<file path="src/rtl/ldst_pkg.sv">
package ldst_pkg;

    localparam int INSN_W = 16;
    localparam int RIDX_W = 4;
    localparam int DISP_W = 8;

    typedef enum logic [1:0] {
        SZ_BYTE = 2'b00,
        SZ_WORD = 2'b01,
        SZ_LONG = 2'b10
    } xfer_size_e;

    typedef enum logic [1:0] {
        BASE_RM  = 2'd0,
        BASE_RN  = 2'd1,
        BASE_GBR = 2'd2,
        BASE_PC  = 2'd3
    } base_sel_e;

    typedef enum logic {
        OFF_DISP = 1'b0,
        OFF_R0   = 1'b1
    } off_sel_e;

    typedef struct packed {
        logic              legal;
        logic              mem_req;
        logic              mem_we;
        xfer_size_e        size;
        base_sel_e         base;
        off_sel_e          off;
        logic [DISP_W-1:0] disp;
        logic [RIDX_W-1:0] rd;
        logic              wb;
        logic              sdata_r0;
    } dec_t;

endpackage

</file>
<file path="src/rtl/ldst_decode.sv">
module ldst_decode
    import ldst_pkg::*;
(
    input  logic [INSN_W-1:0] insn,
    output dec_t              dec
);

    logic [3:0] op_hi;
    logic [3:0] fld_n;
    logic [3:0] fld_lo;
    logic [1:0] sz_lo;
    logic [1:0] sz_mid;

    assign op_hi  = insn[15:12];
    assign fld_n  = insn[11:8];
    assign fld_lo = insn[3:0];
    assign sz_lo  = insn[1:0];
    assign sz_mid = insn[9:8];

    always_comb begin
        dec = '0;
        case (op_hi)
            4'h8: begin
                if (fld_n == 4'h5) begin
                    dec.legal   = 1'b1;
                    dec.mem_req = 1'b1;
                    dec.size    = SZ_WORD;
                    dec.base    = BASE_RM;
                    dec.off     = OFF_DISP;
                    dec.disp    = {4'b0000, fld_lo};
                    dec.rd      = '0;
                    dec.wb      = 1'b1;
                end
            end
            4'h5: begin
                dec.legal   = 1'b1;
                dec.mem_req = 1'b1;
                dec.size    = SZ_LONG;
                dec.base    = BASE_RM;
                dec.off     = OFF_DISP;
                dec.disp    = {4'b0000, fld_lo};
                dec.rd      = fld_n;
                dec.wb      = 1'b1;
            end
            4'h0: begin
                if (fld_lo[3:2] == 2'b01 && sz_lo != 2'b11) begin
                    dec.legal   = 1'b1;
                    dec.mem_req = 1'b1;
                    dec.mem_we  = 1'b1;
                    dec.size    = xfer_size_e'(sz_lo);
                    dec.base    = BASE_RN;
                    dec.off     = OFF_R0;
                end else if (fld_lo[3:2] == 2'b11 && sz_lo != 2'b11) begin
                    dec.legal   = 1'b1;
                    dec.mem_req = 1'b1;
                    dec.size    = xfer_size_e'(sz_lo);
                    dec.base    = BASE_RM;
                    dec.off     = OFF_R0;
                    dec.rd      = fld_n;
                    dec.wb      = 1'b1;
                end
            end
            4'hC: begin
                if (fld_n[3:2] == 2'b00 && sz_mid != 2'b11) begin
                    dec.legal    = 1'b1;
                    dec.mem_req  = 1'b1;
                    dec.mem_we   = 1'b1;
                    dec.size     = xfer_size_e'(sz_mid);
                    dec.base     = BASE_GBR;
                    dec.off      = OFF_DISP;
                    dec.disp     = insn[7:0];
                    dec.sdata_r0 = 1'b1;
                end else if (fld_n[3:2] == 2'b01) begin
                    dec.legal = 1'b1;
                    dec.off   = OFF_DISP;
                    dec.disp  = insn[7:0];
                    dec.rd    = '0;
                    dec.wb    = 1'b1;
                    if (sz_mid != 2'b11) begin
                        dec.mem_req = 1'b1;
                        dec.size    = xfer_size_e'(sz_mid);
                        dec.base    = BASE_GBR;
                    end else begin
                        dec.size    = SZ_LONG;
                        dec.base    = BASE_PC;
                    end
                end
            end
            default: dec = '0;
        endcase
    end

endmodule

</file>
<file path="src/rtl/ldst_addr.sv">
module ldst_addr
    import ldst_pkg::*;
#(
    parameter int XLEN = 32
) (
    input  base_sel_e         base,
    input  off_sel_e          off,
    input  xfer_size_e        size,
    input  logic [DISP_W-1:0] disp,
    input  logic [XLEN-1:0]   rm_val,
    input  logic [XLEN-1:0]   rn_val,
    input  logic [XLEN-1:0]   r0_val,
    input  logic [XLEN-1:0]   gbr_val,
    input  logic [XLEN-1:0]   pc_val,
    output logic [XLEN-1:0]   addr
);

    localparam int SHMAX = 2;

    logic [XLEN-1:0] base_v;
    logic [XLEN-1:0] disp_z;
    logic [XLEN-1:0] disp_sc [SHMAX+1];
    logic [XLEN-1:0] off_v;

    assign disp_z = XLEN'(disp);

    for (genvar s = 0; s <= SHMAX; s++) begin : g_scale
        assign disp_sc[s] = disp_z << s;
    end

    always_comb begin
        case (base)
            BASE_RM:  base_v = rm_val;
            BASE_RN:  base_v = rn_val;
            BASE_GBR: base_v = gbr_val;
            default:  base_v = pc_val;
        endcase
    end

    always_comb begin
        if (off == OFF_R0) begin
            off_v = r0_val;
        end else begin
            case (size)
                SZ_BYTE: off_v = disp_sc[0];
                SZ_WORD: off_v = disp_sc[1];
                default: off_v = disp_sc[2];
            endcase
        end
    end

    assign addr = base_v + off_v;

endmodule

</file>
<file path="src/rtl/ldst_loadext.sv">
module ldst_loadext
    import ldst_pkg::*;
#(
    parameter int XLEN = 32
) (
    input  xfer_size_e      size,
    input  logic [XLEN-1:0] rdata,
    output logic [XLEN-1:0] ext
);

    localparam int BW = 8;
    localparam int HW = 16;

    always_comb begin
        case (size)
            SZ_BYTE: ext = {{(XLEN-BW){rdata[BW-1]}}, rdata[BW-1:0]};
            SZ_WORD: ext = {{(XLEN-HW){rdata[HW-1]}}, rdata[HW-1:0]};
            default: ext = rdata;
        endcase
    end

endmodule

</file>
<file path="src/rtl/ldst_agu.sv">
module ldst_agu
    import ldst_pkg::*;
#(
    parameter int XLEN = 32
) (
    input  logic              clk,
    input  logic              rst_n,
    input  logic              in_valid,
    input  logic [INSN_W-1:0] insn,
    input  logic [XLEN-1:0]   rm_val,
    input  logic [XLEN-1:0]   rn_val,
    input  logic [XLEN-1:0]   r0_val,
    input  logic [XLEN-1:0]   gbr_val,
    input  logic [XLEN-1:0]   pc_val,
    input  logic [XLEN-1:0]   mem_rdata,
    output logic              out_valid,
    output logic              mem_req,
    output logic              mem_we,
    output logic [1:0]        mem_size,
    output logic [XLEN-1:0]   mem_addr,
    output logic [XLEN-1:0]   mem_wdata,
    output logic [RIDX_W-1:0] rd_idx,
    output logic              wb_en,
    output logic [XLEN-1:0]   wb_data,
    output logic              unsupported
);

    typedef struct packed {
        logic              valid;
        logic              mem_req;
        logic              mem_we;
        xfer_size_e        size;
        logic [XLEN-1:0]   addr;
        logic [XLEN-1:0]   wdata;
        logic [RIDX_W-1:0] rd;
        logic              wb;
        logic              is_load;
        logic              unsup;
    } out_t;

    dec_t            dec;
    logic [XLEN-1:0] agen_addr;
    logic [XLEN-1:0] ld_ext;
    out_t            out_d;
    out_t            out_q;

    ldst_decode u_decode (
        .insn (insn),
        .dec  (dec)
    );

    ldst_addr #(.XLEN(XLEN)) u_addr (
        .base    (dec.base),
        .off     (dec.off),
        .size    (dec.size),
        .disp    (dec.disp),
        .rm_val  (rm_val),
        .rn_val  (rn_val),
        .r0_val  (r0_val),
        .gbr_val (gbr_val),
        .pc_val  (pc_val),
        .addr    (agen_addr)
    );

    ldst_loadext #(.XLEN(XLEN)) u_ext (
        .size  (out_q.size),
        .rdata (mem_rdata),
        .ext   (ld_ext)
    );

    always_comb begin
        out_d = '0;
        if (in_valid) begin
            out_d.valid   = 1'b1;
            out_d.unsup   = !dec.legal;
            out_d.mem_req = dec.mem_req;
            out_d.mem_we  = dec.mem_we;
            out_d.size    = dec.mem_req ? dec.size : SZ_BYTE;
            out_d.addr    = dec.legal ? agen_addr : '0;
            out_d.wdata   = dec.mem_we ? (dec.sdata_r0 ? r0_val : rm_val) : '0;
            out_d.rd      = dec.wb ? dec.rd : '0;
            out_d.wb      = dec.wb;
            out_d.is_load = dec.mem_req && !dec.mem_we;
        end
    end

    always_ff @(posedge clk or negedge rst_n) begin
        if (!rst_n) begin
            out_q <= '0;
        end else begin
            out_q <= out_d;
        end
    end

    assign out_valid   = out_q.valid;
    assign mem_req     = out_q.mem_req;
    assign mem_we      = out_q.mem_we;
    assign mem_size    = out_q.size;
    assign mem_addr    = out_q.addr;
    assign mem_wdata   = out_q.wdata;
    assign rd_idx      = out_q.rd;
    assign wb_en       = out_q.wb;
    assign unsupported = out_q.unsup;
    assign wb_data     = !out_q.wb ? '0 : (out_q.is_load ? ld_ext : out_q.addr);

endmodule

</file>
<file path="config.mk">
export PLATFORM = sky130hd
export DESIGN_NAME = ldst_agu
export DESIGN_NICKNAME = d
export VERILOG_FILES = /design/src/rtl/ldst_pkg.sv /design/src/rtl/ldst_decode.sv /design/src/rtl/ldst_addr.sv /design/src/rtl/ldst_loadext.sv /design/src/rtl/ldst_agu.sv
export SDC_FILE = /design/constraint.sdc
export NUM_CORES = 1
export LEC_CHECK = 0
export BUFFER_PORTS_ARGS = -buffer_cell sky130_fd_sc_hd__buf_4
export CAP_MARGIN = 25
export CORE_ASPECT_RATIO = 0.8
export CORE_UTILIZATION = 40
export DETAILED_ROUTE_END_ITERATION = 12
export GPL_ROUTABILITY_DRIVEN = 0
export MAX_ROUTING_LAYER = met4
export PLACE_DENSITY = 0.73
export SLEW_MARGIN = 10
export SYNTH_ARGS = -nofsm -noshare
export SYNTH_HDL_FRONTEND = slang
export SYNTH_SLANG_ARGS = --single-unit
export TNS_END_PERCENT = 20
</file>
<file path="constraint.sdc">
create_clock -name clk -period 2 [get_ports clk]
set_input_delay 0.1 -clock clk [delete_from_list [all_inputs] [get_ports clk]]
set_output_delay 0.1 -clock clk [all_outputs]
set_load 0.005 [all_outputs]
</file>
==> key figures <==
Power and ir drop
  – Flop pwr share: 34.8%
  – Sw power: about 1.4 mW
  – Switching Fraction: 30.6%
  – Combinational power share: ~29%
  – Pleak: 5.78 nW
  – VDD IR max: 0.000431 V
  – Int Power: a little over 3 mW
  – Clock Power Share: 36.6%
  – Pwr Density: approximately 390 nW/µm²

Floorplan
  – Core box area: roughly 17000 µm²
  – Starting Density: 41.3%
  – Site Rows: 42
  – Die height: between 100 and 150 µm
  – Die X: 149 µm
  – Ports: 318
  – DIE AREA: 17800 µm²

STA
  – Worst Tran Pin Value: 700 ps
  – FMAX: 0.316 GHz
  – Final hold vios: 0
  – Final Max Tran Viols: 0
  – Setup-failing EPs final: 32
  – Worst relative slew slack: between 50% and 60%
  – Final period utilization: 158%
  – Worst Setup Slack, final: -1170 ps
  – RSZ-0062 raised after global routing: yes
  – Post-Route Setup TNS: -28110 ps
  – Crit path time final: 3170 ps

Synthesis
  – Cell area after synthesis: 6900 µm²
  – Yosys reg bits: 76
  – Ys flop type: dfrtp_1
  – Top-area cell type share of the netlist area: 27.6%
  – Post-synthesis sequential area ratio: 27.6%
  – Post-synth EDFFs: 0
  – Yosys warning total: 0
  – Post-synth net total: 1160
  – Yosys cell types: 63
  – Ys async rst share: 100%
  – Avg Inst Size Synth: between 7 and 8 µm²
  – Synth area leader: dfrtp_1
  – Post-synthesis cell count: 917
  – Combinational family with the most area after synthesis: compound AO/OA/AOI/OAI gates
  – Post-synthesis adder-cell area fraction: about 6%
  – Mux share of post-synthesis cell area: under 10%
  – Compound-Gate Fraction of Synth Area: 29.0%
  – XOR/XNOR Fraction of Synth Area: under 10%
  – Synth top area cells: dfrtp_1 (28%), a21oi_1 (8.6%), buf_4 (7.7%)
  – Post-Synth Simple-Gate Area: 21.1%

Cells and area
  – Most frequent cells in the layout: buf_4 (511), nand2_1 (113), a21oi_1 (110)
  – Share of cells above drive strength 1: 45.5%
  – Area Overhead vs Synth: 65.0%
  – Commonest non-fill, non-tap cell in the layout: buf_4
  – Layout fillers: 1348
  – Post-route cell area: 11400 µm²
  – Final Net Count: 1591

Clock tree
  – Max clock buf depth: 2
  – Clock sinks: 76
  – Reg clk slew, reported paths: 70 ps
  – TritonCTS Buffers: 9
  – Clk root buf: clkbuf_16
  – CTS tree: done
  – H-tree depth: 3

Drt
  – Total number of vias: ~9000
  – Routed len/inst: roughly 20 µm
  – DRT iter0 DRCs: 828
  – Antenna-violating nets left: 0
  – Via-per-instance ratio: between 5 and 6
  – TritonRoute pass-1 iters: 5
  – Drt total wl: 31700 µm
  – # DRC: 0

Critical path
  – CP max FO: 4
  – Most used cell along the critical path: nand2_2
  – Worst setup SP type: input port
  – Crit-path slowest cell: fa_2
  – Crit-path cells: buf_8 -> nor4b_4 -> buf_4 -> nand3b_1 -> buf_6 -> nor2_4 -> o22ai_2 -> nand2_2 -> nand2_2 -> o21ai_2 -> ha_2 -> inv_2 -> fa_2 -> nand2b_4 -> a21oi_4 -> o21a_1 -> o2111a_2 -> nor3b_2 -> or3_1 -> a21oi_1
  – Req. time, crit path: 2280 ps
  – Critical path arrival: 3450 ps
  – Critical path type: input port to register
  – Crit-path max cell delay: 400 ps
  – CP endpoint kind: register

Global route
  – Total track usage: 35.4%
  – Initial antenna violation count: 1
  – First-pass GRT wire length: 46900 µm
  – Largest net degree at the start of global routing: 50
  – Vias in the first global route: 8572
  – Grt ovf: 0

Status
  – Status: finished with violations
  – Failing checks: negative setup slack

Run
  – Max_cap viols: 0

Placement
  – Placed instance area: around 10000 µm²
  – Port bufs: about 320
  – DP Wirelength: around 23000 µm

Hold path
  – Hold Crit Class: input port to register
[sequential cells by signal (all words and copies together), names as in the netlist]
name and cells:
mem_wdata 32, mem_size 2, mem_req 1, wb_en 1, mem_addr 32, out_valid 1
unsupported 1, mem_we 1, rd_idx 4, out_q 1
[per-layer routing]
| metal | GRT usage [%] | wire, µm | vias to the layer above |
|---|---|---|---|
| li1 | - | - | 4081 |
| met1 | 47.1 | 13100 | 4136 |
| met2 | 53.3 | 14100 | 631 |
| met3 | 7.74 | 3300 | 108 |
| met4 | 11.0 | 1220 | 0 |
| met5 | - | 0 | - |
[cell type report]
type | count | area, µm² | share of cell area [%]
multi-input cells | 692 | 4520 | 39.7
clock inverters | 7 | 62.6 | 0.550
diodes | 1 | 2.50 | 0.0220
clock buffers | 9 | 225 | 1.98
inverters | 24 | 90.1 | 0.791
repair buffers | 545 | 4300 | 37.8
flip-flops and latches | 76 | 1900 | 16.7
well taps | 220 | 275 | 2.42
[cell usage after synthesis (8+ instances only)]
cell type,instances
a31oi_1,15
a21boi_0,20
buf_2,8
ha_1,31
o21a_1,10
o22ai_1,30
nor3_1,15
nor2_1,50
xor2_1,13
and3_1,25
inv_1,24
a21o_1,14
o21ai_0,62
mux2i_1,11
nand2_1,118
dfrtp_1,76
nor2b_1,11
nand2b_1,23
nand4_1,9
a21oi_1,119
clkbuf_1,45
buf_4,71
nand3_1,30
[metrics by stage]
step | power [mW] | std cells | setup slack [ps] | hold WS (ps) | util [%]
final | 4.47 | 1574 | -1170 | 5.20 | 68.1
after global routing | 4.64 | 1574 | -1280 | 4.89 | 68.1
after CTS | 4.40 | 1564 | -1010 | 0.265 | 66.8
after detailed placement | 2.71 | 1505 | -1570 | 189 | 61.8
after global placement | 2.70 | 1505 | -1440 | 185 | 61.8
after floorplan | 1.99 | 917 | -1120 | -196 | -
[worst paths after layout]
path | cells after the start | endpoint | from
min in group asynchronous | 2 | mem_wdata[5] | rst_n
max | 20 | mem_addr[30] | insn[12]
min | 2 | rd_idx[3] | insn[11]
max in group asynchronous | 3 | mem_addr[13] | rst_n
[cell families (layout without fill, tap and decap cells)]
family	after synthesis	count (layout)
flip-flops	76	76
XOR/XNOR	20	20
other	0	1
adder cells (fa/ha/maj)	32	32
multiplexers	11	11
buffers and inverters	150	585
AND/OR/NAND/NOR	302	302
AO/OA/AOI/OAI	326	327
[power by group through the flow]
stage | clock network [mW] | logic [mW] | registers, mW
after floorplan | 0 | 0.406 | 1.58
after global placement | 0 | 1.11 | 1.59
after detailed placement | 0 | 1.12 | 1.59
after CTS | 1.65 | 1.19 | 1.56
after global routing | 1.72 | 1.36 | 1.56
final | 1.63 | 1.28 | 1.56
[critical path, delay by kind of cell]
kind	cells	cell delay, ps
AO/OA/AOI/OAI	6	980
AND/OR/NAND/NOR	8	1290
adder cells (fa/ha/maj)	2	610
buffers and inverters	4	470
[timing repair]
action                                  CTS  global route
gates resized for setup                  45            32
hold endpoints to repair                 60             0
cloned                                    1             1
setup buffers                            27             8
hold buffers                             15             0
pin swaps                                35            39
endpoints found under the setup margin   31            49
No activity file was read; power rests on OpenSTA's default activity.
